[src/rtl/clx_div_pkg.sv]
package clx_div_pkg;
    typedef enum logic [1:0] {
        ST_IDLE = 2'd0,
        ST_ITER = 2'd1,
        ST_FIN  = 2'd2
    } clx_state_e;
endpackage

[src/rtl/clx_lzc.sv]
module clx_lzc #(
    parameter int IN_W  = 7,
    parameter int CNT_W = 3
) (
    input  logic [IN_W-1:0]  vec_i,
    output logic [CNT_W-1:0] count_o
);
    logic seen;

    // Count zeros from the top; an all-zero vector yields IN_W.
    always_comb begin
        count_o = CNT_W'(IN_W);
        seen    = 1'b0;
        for (int i = IN_W - 1; i >= 0; i--) begin
            if (!seen && vec_i[i]) begin
                count_o = CNT_W'(IN_W - 1 - i);
                seen    = 1'b1;
            end
        end
    end
endmodule

[src/rtl/clx_div_step.sv]
module clx_div_step #(
    parameter int WIDTH = 8
) (
    input  logic [2*WIDTH-1:0] rem_i,
    input  logic [WIDTH-1:0]   quo_i,
    input  logic [WIDTH-1:0]   dnorm_i,
    output logic [2*WIDTH-1:0] rem_o,
    output logic [WIDTH-1:0]   quo_o
);
    localparam int RW = 2 * WIDTH;

    logic [RW-1:0] shifted;
    logic          hit;

    always_comb begin
        shifted = rem_i << 1;
        hit     = shifted[RW-1];
        rem_o   = hit ? (shifted ^ {dnorm_i, {WIDTH{1'b0}}}) : shifted;
        quo_o   = {quo_i[WIDTH-2:0], hit};
    end
endmodule

[src/rtl/clx_divider.sv]
module clx_divider #(
    parameter int WIDTH = 8
) (
    input  logic             clk,
    input  logic             rst_n,
    input  logic             start_i,
    input  logic [WIDTH-1:0] dividend_i,
    input  logic [WIDTH-1:0] divisor_i,
    output logic             busy_o,
    output logic             done_o,
    output logic             dbz_o,
    output logic [WIDTH-1:0] quot_o,
    output logic [WIDTH-1:0] rem_o
);
    import clx_div_pkg::*;

    localparam int SHW = (WIDTH > 2) ? $clog2(WIDTH) : 1;
    localparam int RW  = 2 * WIDTH;
    localparam int CW  = $clog2(WIDTH + 1);

    typedef struct packed {
        clx_state_e       st;
        logic [RW-1:0]    work;
        logic [WIDTH-1:0] quo;
        logic [WIDTH-1:0] dnorm;
        logic [WIDTH-1:0] dorig;
        logic [SHW-1:0]   sh;
        logic [CW-1:0]    cnt;
        logic             busy;
        logic             done;
        logic             dbz;
        logic [WIDTH-1:0] q_out;
        logic [WIDTH-1:0] r_out;
    } regs_t;

    regs_t r_q, r_d;

    logic [SHW-1:0]   lz_d;
    logic [RW-1:0]    step_work_d;
    logic [WIDTH-1:0] step_quo_d;

    clx_lzc #(.IN_W(WIDTH - 1), .CNT_W(SHW)) u_lzc (
        .vec_i   (divisor_i[WIDTH-1:1]),
        .count_o (lz_d)
    );

    clx_div_step #(.WIDTH(WIDTH)) u_step (
        .rem_i   (r_q.work),
        .quo_i   (r_q.quo),
        .dnorm_i (r_q.dnorm),
        .rem_o   (step_work_d),
        .quo_o   (step_quo_d)
    );

    always_comb begin
        r_d      = r_q;
        r_d.done = 1'b0;
        unique case (r_q.st)
            ST_IDLE: begin
                if (start_i) begin
                    r_d.dorig = divisor_i;
                    r_d.dbz   = 1'b0;
                    if (divisor_i == '0) begin
                        r_d.dbz   = 1'b1;
                        r_d.done  = 1'b1;
                        r_d.q_out = '0;
                        r_d.r_out = dividend_i;
                    end else begin
                        r_d.busy  = 1'b1;
                        r_d.st    = ST_ITER;
                        r_d.sh    = lz_d;
                        r_d.dnorm = divisor_i << lz_d;
                        r_d.work  = RW'(dividend_i) << lz_d;
                        r_d.quo   = '0;
                        r_d.cnt   = '0;
                    end
                end
            end
            ST_ITER: begin
                r_d.work = step_work_d;
                r_d.quo  = step_quo_d;
                r_d.cnt  = r_q.cnt + CW'(1);
                if (r_q.cnt == CW'(WIDTH - 1)) begin
                    r_d.st = ST_FIN;
                end
            end
            ST_FIN: begin
                r_d.busy  = 1'b0;
                r_d.done  = 1'b1;
                r_d.st    = ST_IDLE;
                r_d.q_out = r_q.quo;
                r_d.r_out = WIDTH'((r_q.work >> WIDTH) >> r_q.sh);
            end
            default: begin
                r_d.st   = ST_IDLE;
                r_d.busy = 1'b0;
            end
        endcase
    end

    always_ff @(posedge clk or negedge rst_n) begin
        if (!rst_n) begin
            r_q <= '0;
        end else begin
            r_q <= r_d;
        end
    end

    assign busy_o = r_q.busy;
    assign done_o = r_q.done;
    assign dbz_o  = r_q.dbz;
    assign quot_o = r_q.q_out;
    assign rem_o  = r_q.r_out;

    // the alignment amount stays within WIDTH-1
    p_shift_cap_r3: assert property (@(posedge clk) disable iff (!rst_n)
        busy_o |-> (int'(r_q.sh) <= WIDTH - 1));

    // the aligned divisor has its top bit set while iterating
    p_norm_msb_r3: assert property (@(posedge clk) disable iff (!rst_n)
        (r_q.st == ST_ITER) |-> r_q.dnorm[WIDTH-1]);


    p_busy_done_excl_r8: assert property (@(posedge clk) disable iff (!rst_n)
        !(busy_o && done_o));


    p_hold_r6: assert property (@(posedge clk) disable iff (!rst_n)
        (!busy_o && !start_i) |=> ($stable(quot_o) && $stable(rem_o) && $stable(dbz_o)));


    p_dbz_result_r4: assert property (@(posedge clk) disable iff (!rst_n)
        (done_o && dbz_o) |-> (quot_o == '0));

    // remainder degree below divisor degree
    p_rem_degree_r1: assert property (@(posedge clk) disable iff (!rst_n)
        (done_o && !dbz_o) |-> ((rem_o < r_q.dorig) && ((rem_o ^ r_q.dorig) > rem_o)));

    // a running division carries on regardless of start_i
    p_keep_running_r5: assert property (@(posedge clk) disable iff (!rst_n)
        busy_o |=> (busy_o || done_o));


    p_done_pulse_r2: assert property (@(posedge clk) disable iff (!rst_n)
        (done_o && !start_i) |=> !done_o);
endmodule

[config.mk]
export PLATFORM = sky130hd
export DESIGN_NAME = clx_divider
export DESIGN_NICKNAME = d
export VERILOG_FILES = /design/src/rtl/clx_div_pkg.sv /design/src/rtl/clx_lzc.sv /design/src/rtl/clx_div_step.sv /design/src/rtl/clx_divider.sv
export SDC_FILE = /design/constraint.sdc
export NUM_CORES = 1
export LEC_CHECK = 0
export BUFFER_PORTS_ARGS = -buffer_cell sky130_fd_sc_hd__buf_2
export CORE_MARGIN = 2
export CORE_UTILIZATION = 40
export DETAILED_ROUTE_END_ITERATION = 6
export SLEW_MARGIN = 25
export SYNTH_ARGS = -nofsm -noshare
export SYNTH_HDL_FRONTEND = slang
export SYNTH_SLANG_ARGS = --single-unit
[constraint.sdc]
create_clock -name clk -period 2.25 [get_ports clk]
set_input_delay 0.45 -clock clk [delete_from_list [all_inputs] [get_ports clk]]
set_output_delay 0.45 -clock clk [all_outputs]
set_load 0.05 [all_outputs]
==> results of run 1 <==
## state kept, by name (all words and copies together), names as in the netlist
signal / count
rem_o: 8
r_q: 41
done_o: 1
quot_o: 8
dbz_o: 1
busy_o: 1
## cell usage after synthesis, types with 2 or more instances
cell and n:
mux4_2 3, a22o_1 17, nor2_1 45, buf_4 16, a31oi_1 5, a221oi_1 9
clkbuf_1 14, nand2b_1 7, nor3_1 3, inv_1 3, a211oi_1 3, nor2b_1 2
or4_1 2, buf_1 2, a32oi_1 3, mux2i_1 17, buf_2 6, o22ai_1 2
and3_1 2, a22oi_1 3, nand2_1 50, o31ai_1 4, o21ai_0 27, nand4_1 3
nand3_1 3, dfrtp_1 60, xor2_1 3, o211ai_1 5, mux2_2 3, nand3b_1 2
xnor2_1 4, a21oi_1 11, or3_1 3
## how the worst max path moves through the flow
stage,depth (start not counted),endpoint,slack [ps],start
5_1_grt,7,rem_o[2],70,divisor_i[4]
3_3_place_gp,8,r_q[58],-140,divisor_i[4]
3_5_place_dp,7,rem_o[2],-170,divisor_i[4]
6_report,7,rem_o[2],170,divisor_i[4]
2_1_floorplan,9,quot_o[2],-110,divisor_i[5]
4_1_cts,7,rem_o[2],180,divisor_i[4]
## through the flow
step	power (mW)	utilization [%]
4_1_cts	4.98	48.7
3_3_place_gp	4.02	46.5
6_report	4.95	48.7
5_1_grt	5.32	48.7
2_1_floorplan	3.58	-
3_5_place_dp	4.08	46.5
## metal layers
layer	vias to the layer above	track usage [%]	routed length, µm
li1	1390	-	-
met1	1401	28.2	4040
met2	71	31.5	3840
met3	10	4.07	358
met4	0	6.43	128
met5	-	0	0
## layout make-up
| class | instances | share of cell area (%) |
|---|---|---|
| Inverter | 4 | 0.377 |
| Clock inverter | 7 | 1.41 |
| Multi-Input combinational cell | 259 | 40.9 |
| Timing Repair Buffer | 74 | 13.2 |
| Sequential cell | 60 | 37.7 |
| Tap cell | 105 | 3.30 |
| Clock buffer | 9 | 3.11 |
## power by group
group | internal [mW] | switching (mW)
combinational | 0.842 | 1.24
sequential | 1.53 | 0.444
clock | 0.412 | 0.489
total | 2.78 | 2.17
## worst reg2reg max path, delay by kind of cell (launching register included)
family	cells	cell delay, ps
AND/OR/NAND/NOR	5	1250
buffers and inverters	1	170
flip-flops	1	470
## kinds of logic (layout without fill, tap and decap cells)
| group | count (synthesis) | count (layout) |
|---|---|---|
| buf+inv | 44 | 94 |
| fa+ha+maj | 1 | 1 |
| compound gates | 100 | 100 |
| flops | 60 | 60 |
| xor+xnor | 7 | 7 |
| simple gates | 128 | 128 |
| mux | 23 | 23 |
==> flow_summary.toml, run 1 <==
[yosys]
synth_warnings = 0
yosysTopAreaCellShare_pct = 44.6
synth_xor_area_share_pct = 1.82
ys_seq_area_share_pct = 44.6
synth_area_leader_cell = "dfrtp_1"
yosys.area_share.simple_pct = 17.4
synthCells = 363
netlist_area_um2 = 3370
syn_area_per_cell_um2 = 9.28
synth-compound-area-share_pct = 20.6
ys_seq_elements = 60
yosysUniqueCellTypes = 54
synth_area_leaders = "dfrtp_1, nand2_1, mux2i_1"
synth_fa_ha_area_share_pct = 0.371
synth_top_family_by_area = "compound AO/OA/AOI/OAI gates"
mappedNetlistNets = 383
ys_async_sr_fraction_pct = 100
synthMuxAreaShare_pct = 8.06
synth_edf_count = 0
synthFlopType = "dfrtp_1"

[finish]
final_cell_mix = "dfrtp_1, nand2_1, nor2_1, buf_2, buf_4"
regArea_um2 = 1500
fillerInstances = 793
layout.nets = 428
stdcell_area_um2 = 3980
final_common_cell = "dfrtp_1"
final_cells = 518
drive_above_1_share_pct = 24.2
antennaDiodeCount = 0
multi_input_area_um2 = 1630
area.growth.synth_to_final_pct = 18.2

[sta]
post-route-period-util_pct = 92.5
finalHoldViolCount = 0
setup_viol = 0
drv_slew = 0
worst_slack_ps = 170
fin_tns_setup_ps = 0
maxSlewHeadroom_pct = 53.9
fin_skew_ps = 13.7
rsz0062_at_grt = "false"
max_freq_mhz = 481
fin_hold_ws_ps = 75.2
worst_slew_pin_slew_ps = 686
final.min_clock_period_ps = 2080

[routing]
drtIter0Drc = 224
drc = 0
wirelength_um = 8360
vias = 2872
drt_pass1_iterations = 4
routed_via_density = 5.54
postRouteAntennaNets = 0
wire_per_inst_um = 16.1

[grt]
grt_usage_pct = 20.2
grt_max_degree = 61
grt_pass1_vias = 2848
grt_pass1_wl_um = 14200
grt-ovfl-total = 0
antenna_found_initial = 0

[setup_path]
timing.rr.end = "r_q[39]"
reg2reg_slack_ps = 290
cpMaxStageDelayCell = "or4_4"
critPathMaxFanout = 12
cp-end-kind = "flip-flop"
r2r-start = "r_q[67]"
crit_arrival_ps = 2320
worstSetupPathType = "primary input to flip-flop"
cp_num_buf_inv = 2
cp-start-kind = "primary input"
cp_cell_sequence = "buf_2, or4_4, nor4b_4, a21oi_1, or2_1, buf_12, o31ai_1"
cpPeakStageDelay_ps = 560
path_delay_family = "simple AND/OR/NAND/NOR gates"
reg2reg_depth = 6
cp.required_ps = 2490

[power]
powerDensity_nw_per_um2 = 1240
power_leakage_nw = 1.81
worst_ir_drop_vdd_mv = 0.335

[die]
core-area_um2 = 8180
num_rows = 33
ios = 38
dieArea_um2 = 9170
die_h_um = 95.8
die_w_um = 95.8
initial_core_util_pct = 41.2

[clock_tree]
clk_pin_slew_ps = 80
worstSkewPairLatency_ps = 350
cts_buffers = 9
cts_tree = "built"
post_cts_buffers = 0
htree_levels = 3
ctsRootBufferMaster = "clkbuf_8"
clockBufferDepth = 2
ctsResizeCount = 0
clkSinkCount = 60
cts_hold_buf = 0

[placement]
post-dp-hpwl_um = 6180
place_inst = 502
dpl_cell_area_um2 = 3800
gp_congestion = 0.850
dp_slack_ps = -174
port_buffers = 37

[worst_hold_path]
min_path_type = "primary input to async pin"

[run]
maxCapViolCount = 0

[run_status]
status = "finished clean"
No activity file was read; power rests on OpenSTA's default activity.
==> run 2: changes to the inputs <==
Settings changed: CORE_MARGIN 2 to 3.
==> run 2 against run 1 <==
Via count increased by 1.0%. Final area decreased by 0.22%. Combinational power about the same. Register-to-register slack improved by 120 ps. Core utilization increased by 1.2 points. Routed wire length increased by 5.4%. Die area increased by 4.2%. Power about the same. Worst hold slack improved by 30 ps. Flip-flop and latch count unchanged. First-iteration DRC count decreased by 3.1%. Highest routed layer unchanged.
==> flow_summary.toml, run 2 (synthesized netlist as in run 1, its figures left out) <==
[placement]
gp_congestion = 0.904
dp_slack_ps = -198
port_buffers = 37
post-dp-hpwl_um = 6600
dpl_cell_area_um2 = 3800

[clock_tree]
clockBufferDepth = 2
post_cts_buffers = 0
cts_hold_buf = 0
ctsRootBufferMaster = "clkbuf_8"
cts_tree = "built"
clk_pin_slew_ps = 80
ctsResizeCount = 0
clkSinkCount = 60
cts_buffers = 9
worstSkewPairLatency_ps = 340
htree_levels = 3

[finish]
final_common_cell = "dfrtp_1"
largest_reg_flops = 41
final_cell_mix = "dfrtp_1, nand2_1, nor2_1, buf_2, buf_4"
layout.nets = 431
antennaDiodeCount = 0
regMostFlops = "r_q"
drive_above_1_share_pct = 24.5
stdcell_area_um2 = 3980
area.growth.synth_to_final_pct = 18.0

[grt]
grt_usage_pct = 19.4
grt_max_degree = 37
grt-ovfl-total = 0
antenna_found_initial = 0
grt_pass1_vias = 2907
grt_pass1_wl_um = 14700

[sta]
rsz0062_at_grt = "false"
worst_slack_ps = 159
setup_viol = 0
maxSlewHeadroom_pct = 40.3
worst_slew_pin_slew_ps = 889
max_freq_mhz = 478
drv_slew = 0
post-route-period-util_pct = 92.9
fin_tns_setup_ps = 0
final.min_clock_period_ps = 2090
fin_skew_ps = 11.9
finalHoldViolCount = 0

[die]
num_rows = 32
initial_core_util_pct = 42.3
die_w_um = 97.8
ios = 38
dieArea_um2 = 9560
core-area_um2 = 7970
die_h_um = 97.8

[setup_path]
cp_num_buf_inv = 2
cpPeakStageDelay_ps = 560
cp_cell_sequence = "buf_2, or4_4, nor4b_4, a21oi_1, or2_1, buf_12, a221oi_1, nor2_1"
cp-start-kind = "primary input"
cp-end-kind = "flip-flop"
path_delay_family = "simple AND/OR/NAND/NOR gates"
cpMaxStageDelayCell = "or4_4"
reg2reg_slack_ps = 410
crit_arrival_ps = 2320
worstSetupPathType = "primary input to flip-flop"
cp.required_ps = 2480
critPathMaxFanout = 18

[routing]
vias = 2901
postRouteAntennaNets = 0
drtIter0Drc = 217
drt_pass1_iterations = 6
drc = 0
routed_via_density = 5.60
wire_per_inst_um = 17.0
wirelength_um = 8810

[power]
powerDensity_nw_per_um2 = 1250
power.internal_mw = 2.79
worst_ir_drop_vdd_mv = 0.451
pwr-share-comb_pct = 42.3
power_frac_seq_pct = 40.0
power_mw = 4.95
p_clk_share_pct = 17.7
switchingPower_mw = 2.17
power_leakage_nw = 1.81
power.share.switching_pct = 43.8

[run]
maxCapViolCount = 0

[worst_hold_path]
min_path_type = "primary input to async pin"

[run_status]
status = "finished clean"
[run 2: cell count changes in the layout (fill, tap and decap cells not counted), moves of 2 or more]
| cell | before | now |
|---|---|---|
| buf_12 | 5 | 3 |
| clkinv_4 | 2 | 0 |
| buf_4 | 32 | 37 |
| clkinvlp_4 | 1 | 3 |
| inv_6 | 3 | 1 |
[run 2: power groups by stage]
stage / Combinational, mW / Sequential (mW) / Clock (mW)
5_1_grt: 2.30 / 2.06 / 0.947
2_1_floorplan: 1.73 / 1.85 / 0
6_report: 2.10 / 1.98 / 0.876
4_1_cts: 2.11 / 1.98 / 0.906
3_3_place_gp: 2.06 / 1.98 / 0
3_5_place_dp: 2.10 / 2.00 / 0
[run 2: path summary, 6_finish.rpt]
path / start / endpoint / cells past startpoint
worst max-delay path: divisor_i[4] / rem_o[4] / 8
worst min-delay path: rst_n / dbz_o / 1
worst max register to register: r_q[67] / r_q[55] / 5
worst min register to register: r_q[41] / r_q[65] / 1
max in group asynchronous: rst_n / r_q[64] / 2
min in group clk: dividend_i[3] / rem_o[3] / 3
[run 2: final cells by class]
| class | instances | area [µm²] |
|---|---|---|
| fill | 763 | 3990 |
| multi-input combinational | 259 | 1630 |
| inverter | 4 | 15.0 |
| clock buffer | 11 | 141 |
| clock inverter | 5 | 36.3 |
| timing repair buffer | 77 | 523 |
| tap | 102 | 128 |
| sequential | 60 | 1500 |
[run 2: routing by layer]
metal | wire, µm | track usage [%] | share of wire, % | up-vias
met4 | 122 | 5.32 | 1.4 | 0
met3 | 725 | 6.14 | 8.2 | 13
li1 | - | - | - | 1391
met1 | 4070 | 26.6 | 46 | 1372
met5 | 0 | 0 | 0 | -
met2 | 3890 | 29.8 | 44 | 125
[run 2: stage by stage]
stage          cells  utilization (%)  hold WS (ps)
6_report         518             49.9           106
5_1_grt          518             49.9           134
4_1_cts          518             49.9           106
3_5_place_dp     502             47.7           451
3_3_place_gp     502             47.7           447
2_1_floorplan    363                -           154
==> run 3: changes to the inputs <==
Settings changed: CELL_PAD_IN_SITES_DETAIL_PLACEMENT set to 0, CELL_PAD_IN_SITES_GLOBAL_PLACEMENT set to 1, PLACE_DENSITY_LB_ADDON set to 0.1.
==> run 3 against run 2 <==
Worst hold slack worse by 25 ps. Largest cell class unchanged. Final cell count is 0.77% higher. Non-clock buffer count is 4 higher. Worst setup slack better by 33 ps. Via count is 0.48% higher. Final area is 2.8% higher. Largest power group unchanged. Flip-flop and latch count stayed put. Highest routed layer unchanged. Critical endpoint is now rem_o[0]. Clock skew is 4.5 ps lower. Register-to-register slack worse by 70 ps. Die area stayed put. Fmax is 1.6% higher. Combinational power hardly changed.
==> flow_summary.toml, run 3 (synthesized netlist as in run 1, its figures left out) <==
[power]
power_leakage_nw = 1.88
worst_ir_drop_vdd_mv = 0.545
powerDensity_nw_per_um2 = 1330

[run]
maxCapViolCount = 0

[finish]
largest_reg_flops = 41
final_common_cell = "dfrtp_1"
regMostFlops = "r_q"
final_cells = 522
fillerInstances = 785
area.growth.synth_to_final_pct = 21.2
antennaDiodeCount = 0
final_core_util_pct = 51.3
drive_above_1_share_pct = 25.5
final_cell_mix = "dfrtp_1, nand2_1, nor2_1, buf_4, buf_2"
layout.nets = 435

[die]
die_w_um = 97.8
num_rows = 32
initial_core_util_pct = 42.3
die_h_um = 97.8
core-area_um2 = 7970
dieArea_um2 = 9560
ios = 38

[setup_path]
cp_num_buf_inv = 1
cpPeakStageDelay_ps = 560
cp_cell_sequence = "buf_2, or4_4, nor4b_4, a21oi_1, or2_1, a221oi_1, nor2_1"
cp-start-kind = "primary input"
cp.required_ps = 2470
cp-end-kind = "flip-flop"
critPathMaxFanout = 7
path_delay_family = "simple AND/OR/NAND/NOR gates"
cpMaxStageDelayCell = "or4_4"
worstSetupPathType = "primary input to flip-flop"
crit_arrival_ps = 2280

[clock_tree]
worstSkewPairLatency_ps = 340
ctsResizeCount = 0
cts_tree = "built"
post_cts_buffers = 0
clkSinkCount = 60
clockBufferDepth = 2
clk_pin_slew_ps = 70
ctsRootBufferMaster = "clkbuf_8"
htree_levels = 3
cts_buffers = 9
cts_hold_buf = 0

[grt]
met1_usage_pct = 28.8
grt_pass1_vias = 2935
antenna_found_initial = 0
grt_usage_pct = 20.2
grt_pass1_wl_um = 15400
gr-usage-met2_pct = 30.4
grt_max_degree = 26
grt_use_met3_pct = 4.64
grt-ovfl-total = 0
grt.busiest_layer = "met2"

[worst_hold_path]
min_path_type = "primary input to async pin"

[routing]
drtIter0Drc = 179
routed_via_density = 5.58
drc = 0
vias = 2915
wire_per_inst_um = 17.4
postRouteAntennaNets = 0
wirelength_um = 9060
drt_pass1_iterations = 4

[sta]
max_freq_mhz = 486
rsz0062_at_grt = "false"
drv_slew = 0
worst_slack_ps = 191
finalHoldViolCount = 0
setup_viol = 0
fin_skew_ps = 7.38
worst_slew_pin_slew_ps = 606
post-route-period-util_pct = 91.5
final.min_clock_period_ps = 2060
fin_hold_ws_ps = 80.2
maxSlewHeadroom_pct = 59.3

[placement]
gp_congestion = 0.896
port_buffers = 37
post-dp-hpwl_um = 6790
dp_slack_ps = -167
place_inst = 506

[run_status]
status = "finished clean"
[run 3: changes by cell type in the layout (fill, tap and decap cells not counted), sizes merged]
cell	change
buf	+4
bufinv	+4
clkbuf	-2
clkinvlp	-3
inv	+1
[run 3: worst paths after layout]
path / startpoint / end / slack, ps / cells past startpoint
min in group clk: dividend_i[3] / rem_o[3] / 390 / 3
min reg2reg: rem_o[2] / rem_o[2] / 470 / 2
min: rst_n / r_q[24] / 80 / 1
max reg2reg: r_q[67] / r_q[58] / 340 / 7
max: divisor_i[4] / rem_o[0] / 190 / 7
max in group asynchronous: rst_n / r_q[25] / 1490 / 2
[run 3: metal layers]
metal,vias to the layer above,wire length [µm]
li1,1407,-
met1,1407,4390
met2,84,4040
met3,17,463
met4,0,163
met5,-,0
[run 3: area by class of cell]
class,instances,area [µm²],share of cell area (%)
Clock buffer,9,124,3.03
Clock inverter,7,146,3.58
Inverter,4,15.0,0.368
Multi-Input combinational cell,259,1630,39.9
Sequential cell,60,1500,36.8
Tap cell,102,128,3.12
Timing Repair Buffer,81,541,13.2
[run 3: worst register-to-register path: stages, from the launching register on]
cell and delay, ps:
dfrtp_1 390, buf_4 170, nand2b_1 160, buf_4 200, o21ai_1 340, o21ai_0 170
a221oi_1 290, nor2_1 80
[run 3: per-stage QoR]
step	power, mW	instance area, µm²	setup TNS, ps
detailed placement	4.11	3810	-3620
global placement	4.08	3810	-2900
CTS	5.46	4090	0
global route	5.82	4090	0
floorplan	3.58	3410	-919
finish	5.42	4090	0
[run 3: power by group]
part | internal, mW | switching, mW | leakage, nW
Sequential | 1.53 | 0.443 | 0.760
Combinational | 0.847 | 1.27 | 0.983
Clock | 0.858 | 0.479 | 0.134
Total | 3.23 | 2.19 | 1.88
